`config.mk`:
```
export PLATFORM = sky130hd
export DESIGN_NAME = flag_offset_loader
export DESIGN_NICKNAME = d
export VERILOG_FILES = /design/src/rtl/flag_offset_loader.sv
export SDC_FILE = /design/constraint.sdc
export NUM_CORES = 1
export LEC_CHECK = 0
export CORE_ASPECT_RATIO = 0.75
export CORE_MARGIN = 3
export CORE_UTILIZATION = 30
export CTS_CLUSTER_DIAMETER = 200
export CTS_CLUSTER_SIZE = 24
export DETAILED_ROUTE_END_ITERATION = 10
export PLACE_DENSITY = 0.64
export SYNTH_ARGS = -nofsm -noshare
export SYNTH_HDL_FRONTEND = slang
export SYNTH_SLANG_ARGS = --single-unit
```
`constraint.sdc`:
```
create_clock -name clk -period 2.5 [get_ports clk]
set_input_delay 0.25 -clock clk [delete_from_list [all_inputs] [get_ports clk]]
set_output_delay 0.25 -clock clk [all_outputs]
set_load 0.02 [all_outputs]
```
`src/rtl/flag_offset_loader.sv`:
```
module flag_offset_loader #(
  parameter int W  = 10,
  parameter int DW = 36
) (
  input  logic          clk,
  input  logic          rst_n,
  input  logic          prog_mode_i,
  input  logic          sel0_sd_i,
  input  logic          sel1_sen_i,
  input  logic          wr_en_i,
  input  logic [DW-1:0] wr_data_i,
  output logic [W-1:0]  x_off_o,
  output logic [W-1:0]  y_off_o,
  output logic          ready_o,
  output logic          store_o
);
  localparam int NBITS = 2 * W;
  localparam int CW    = $clog2(NBITS + 1);

  typedef enum logic [1:0] {M_FIXED, M_PAR, M_SER} mode_t;

  mode_t          mode_q, mode_d;
  logic [W-1:0]   x_q, y_q, preset;
  logic [CW-1:0]  bcnt_q;
  logic [1:0]     pcnt_q;
  logic           ready_q;
  logic           accept, par_done, ser_take;

  always_comb begin
    preset = '0;
    mode_d = M_FIXED;
    if (prog_mode_i) begin
      if (sel0_sd_i && sel1_sen_i) preset = W'(64);
      else if (sel0_sd_i)          preset = W'(16);
      else if (sel1_sen_i)         preset = W'(8);
      else                         mode_d = M_PAR;
    end else if (!sel0_sd_i && sel1_sen_i) begin
      mode_d = M_SER;
    end
  end

  assign accept   = wr_en_i && ready_q;
  assign par_done = (pcnt_q == 2'd2);
  assign ser_take = !sel1_sen_i && (bcnt_q != CW'(NBITS));

  always_ff @(posedge clk) begin
    if (!rst_n) begin
      mode_q  <= mode_d;
      x_q     <= preset;
      y_q     <= preset;
      ready_q <= 1'b0;
      pcnt_q  <= '0;
      bcnt_q  <= '0;
    end else begin
      case (mode_q)
        M_PAR: begin
          ready_q <= 1'b1;
          if (accept && !par_done) begin
            if (pcnt_q == 2'd0) y_q <= wr_data_i[W-1:0];
            else                x_q <= wr_data_i[W-1:0];
            pcnt_q <= pcnt_q + 2'd1;
          end
        end
        M_SER: begin
          if (bcnt_q == CW'(NBITS)) ready_q <= 1'b1;
          if (ser_take) begin
            y_q    <= {y_q[W-2:0], x_q[W-1]};
            x_q    <= {x_q[W-2:0], sel0_sd_i};
            bcnt_q <= bcnt_q + CW'(1);
          end
        end
        default: ready_q <= 1'b1;
      endcase
    end
  end

  assign x_off_o = x_q;
  assign y_off_o = y_q;
  assign ready_o = ready_q;
  assign store_o = accept && (mode_q != M_PAR || par_done);
endmodule

```
==> results.toml <==
[die]
die_w_um = 86.7
die_h_um = 66.6
coreArea_sq_um = 4600
die_area_sq_um = 5770
io_pins = 64
row_count = 21
initial_core_util_pct = 31.9

[sta]
slew_headroom_pct = 44.0
drv_slew = 0
final.min_clock_period_ns = 1.97
hold_viol_final = 0
fin_crit_sh_pct = 78.7
setup-tns-final_ns = 0
setup_viol_count_final = 0
rsz0062_at_grt = "false"
hold_ws_ns = 0.506
tightest_slew_ns = 0.840
fmax_ghz = 0.508
fin_skew_ns = 0.00541

[clock_tree]
cts_tree = "built"
clock_latency_ns = 0.29
cts_hold_buf = 0
clkTransAtPathRegs_ns = 0.06
clock-sinks = 30
htreeDepth = 2
numCtsBuffers = 5
cts_root_buf = "clkbuf_8"
cts_buffer_depth = 2
post_cts_buffers = 0
post_cts_resized = 0

[power_and_ir_drop]
netSwitchingFraction_pct = 26.6
p_int_mw = 0.910
power_switching_mw = 0.330
clockPowerShare_pct = 32.3
power_frac_seq_pct = 48.9
vdd_drop_max_mv = 0.320
p_per_area_nw_per_um2 = 622
p_leak_nw = 0.702
p_comb_share_pct = 18.9

[synth]
synth_edf_count = 22
ys_types = 31
synth_top_cell_by_area = "edfxtp_1"
ys.flop_type = "edfxtp_1"
postSynthCellCount = 140
ys_top_cells_by_count = "23 x nand2_1, 22 x edfxtp_1, 20 x a21oi_1"
syn_area_sq_um = 1470
ys_seq_elements = 30
ys_warn_count = 0
synth.most_common_cell = "nand2_1"
syn_nets = 186
ys_top_cells_by_area = "edfxtp_1 45%, dfxtp_1 11%, a21oi_1 6.8%"
seq_area_frac_synth_pct = 56.0
async_reset_ff_share_pct = 0
synth_top_cell_area_share_pct = 45.1
synth_area_per_cell_sq_um = 10.5

[place]
port_buffers = 37
dpl_cell_area_sq_um = 1900
dp_hpwl_um = 2340
gp_congestion = 0.760

[finish]
syn_to_final_growth_pct = 35.9
final_area_sq_um = 1990
multiInputGateArea_sq_um = 592
n_fill_cell = 446
seqCellArea_sq_um = 821
fin_nets = 227
diodes = 0
drive_gt1_share_pct = 6.59

[grt]
gr-total-overflow = 0
grt_pass1_vias = 1081
grt_max_degree = 29
grtUsageTotal_pct = 12.6
antenna_found_initial = 0
grt_pass1_wl_um = 5350

[setup_path]
crit_fanout = 6
crit_required_ns = 2.25
startpoint_type = "flip-flop"
reg2reg_slack_ns = 0.74
reg2reg_to = "y_off_o[6]"
worst_r2r_path_depth = 4
worstSetupPathType = "reg2out"
timing.rr.start = "mode_q[0]"
cp.arrival_ns = 1.72
end_kind = "output port"

[drt]
via_per_inst = 4.97
drt-total-wl_um = 3310
wl_per_cell_um = 13.8
via_count = 1189
first_pass_iters = 4
drtIter0Drc = 94
final_antenna_net_count = 0
drc = 0

[hold_path]
whs_endpoint = "pcnt_q[1]"
hp-class = "reg2reg"
min_from = "pcnt_q[1]"
min_delay_path_depth = 2

[run_status]
outcome = "completed"

[flow_run]
drv_cap = 0
-- worst max path at each step --
stage | depth (start not counted) | slack [ns] | endpoint | startpoint
after floorplan | 3 | 0.44 | y_off_o[0] | mode_q[0]
after global placement | 5 | 0.35 | y_off_o[8] | sel1_sen_i
after detailed placement | 5 | 0.36 | y_off_o[9] | sel1_sen_i
after CTS | 3 | 0.52 | store_o | mode_q[1]
after global routing | 3 | 0.43 | store_o | mode_q[1]
final | 3 | 0.53 | store_o | mode_q[1]
-- metal layers --
metal / track usage (%) / vias to the layer above / share of wire [%] / wire, um
met1: 18.5 / 562 / 52 / 1730
met5: 0 / - / 0 / 0
met2: 15.9 / 28 / 40 / 1340
li1: - / 594 / - / -
met4: 4.09 / 0 / 1.0 / 34
met3: 5.81 / 5 / 6.4 / 212
-- kinds of logic (layout without fill, tap and decap cells) --
kind of cell	Yosys count	in the layout	synth area share (%)
adder cells (fa/ha/maj)	4	4	3.41
multiplexers	6	6	4.10
AND/OR/NAND/NOR	49	49	17.7
AO/OA/AOI/OAI	39	39	15.1
flip-flops	30	30	56.0
buffers and inverters	12	54	3.67
-- flip-flops by register name, summed over array words and instances (netlist names) --
name	count
pcnt_q	2
y_off_o	10
ready_o	1
bcnt_q	5
mode_q	2
x_off_o	10
-- cell usage in the layout, fill, tap and decap left out, types with 2 or more instances in the layout --
cell type / instances
clkdlybuf4s50_1: 37
nand2_1: 23
edfxtp_1: 22
a21oi_1: 20
o21ai_0: 10
dfxtp_1: 8
mux2i_1: 6
nand3_1: 6
clkbuf_8: 6
inv_1: 5
ha_1: 4
buf_4: 4
nor3b_1: 3
nor2b_1: 3
nand3b_1: 2
o22ai_1: 2
nand2b_1: 2
nor2_1: 2
o31ai_1: 2
or4_1: 2
clkinv_1: 2
-- critical path, stage by stage (launching register included) --
cell and delay, ns:
edfxtp_1 0.44, nand2b_1 0.24, o211a_1 0.23, clkdlybuf4s50_1 0.53
-- power groups by stage --
stage / Clock [mW] / Sequential, mW / Combinational [mW]
6_report: 0.400 / 0.606 / 0.234
3_5_place_dp: 0 / 0.616 / 0.236
5_1_grt: 0.426 / 0.612 / 0.254
4_1_cts: 0.410 / 0.606 / 0.236
2_1_floorplan: 0 / 0.655 / 0.0778
3_3_place_gp: 0 / 0.616 / 0.234
-- cell type report --
| type | count | area share (%) |
|---|---|---|
| Clock inverter | 2 | 0.377 |
| Multi-Input combinational cell | 98 | 29.7 |
| Timing Repair Buffer | 41 | 20.1 |
| Tap cell | 57 | 3.58 |
| Sequential cell | 30 | 41.2 |
| Clock buffer | 6 | 4.14 |
| Inverter | 5 | 0.942 |
-- metrics by stage --
| step | cells | worst slack [ns] | util, % | power (mW) |
|---|---|---|---|---|
| 2_1_floorplan | 140 | 0.439 | - | 0.733 |
| 3_3_place_gp | 231 | 0.353 | 41.4 | 0.850 |
| 3_5_place_dp | 231 | 0.365 | 41.4 | 0.852 |
| 4_1_cts | 239 | 0.517 | 43.3 | 1.25 |
| 5_1_grt | 239 | 0.428 | 43.3 | 1.29 |
| 6_report | 239 | 0.533 | 43.3 | 1.24 |
No activity file was read; power rests on OpenSTA's default activity.
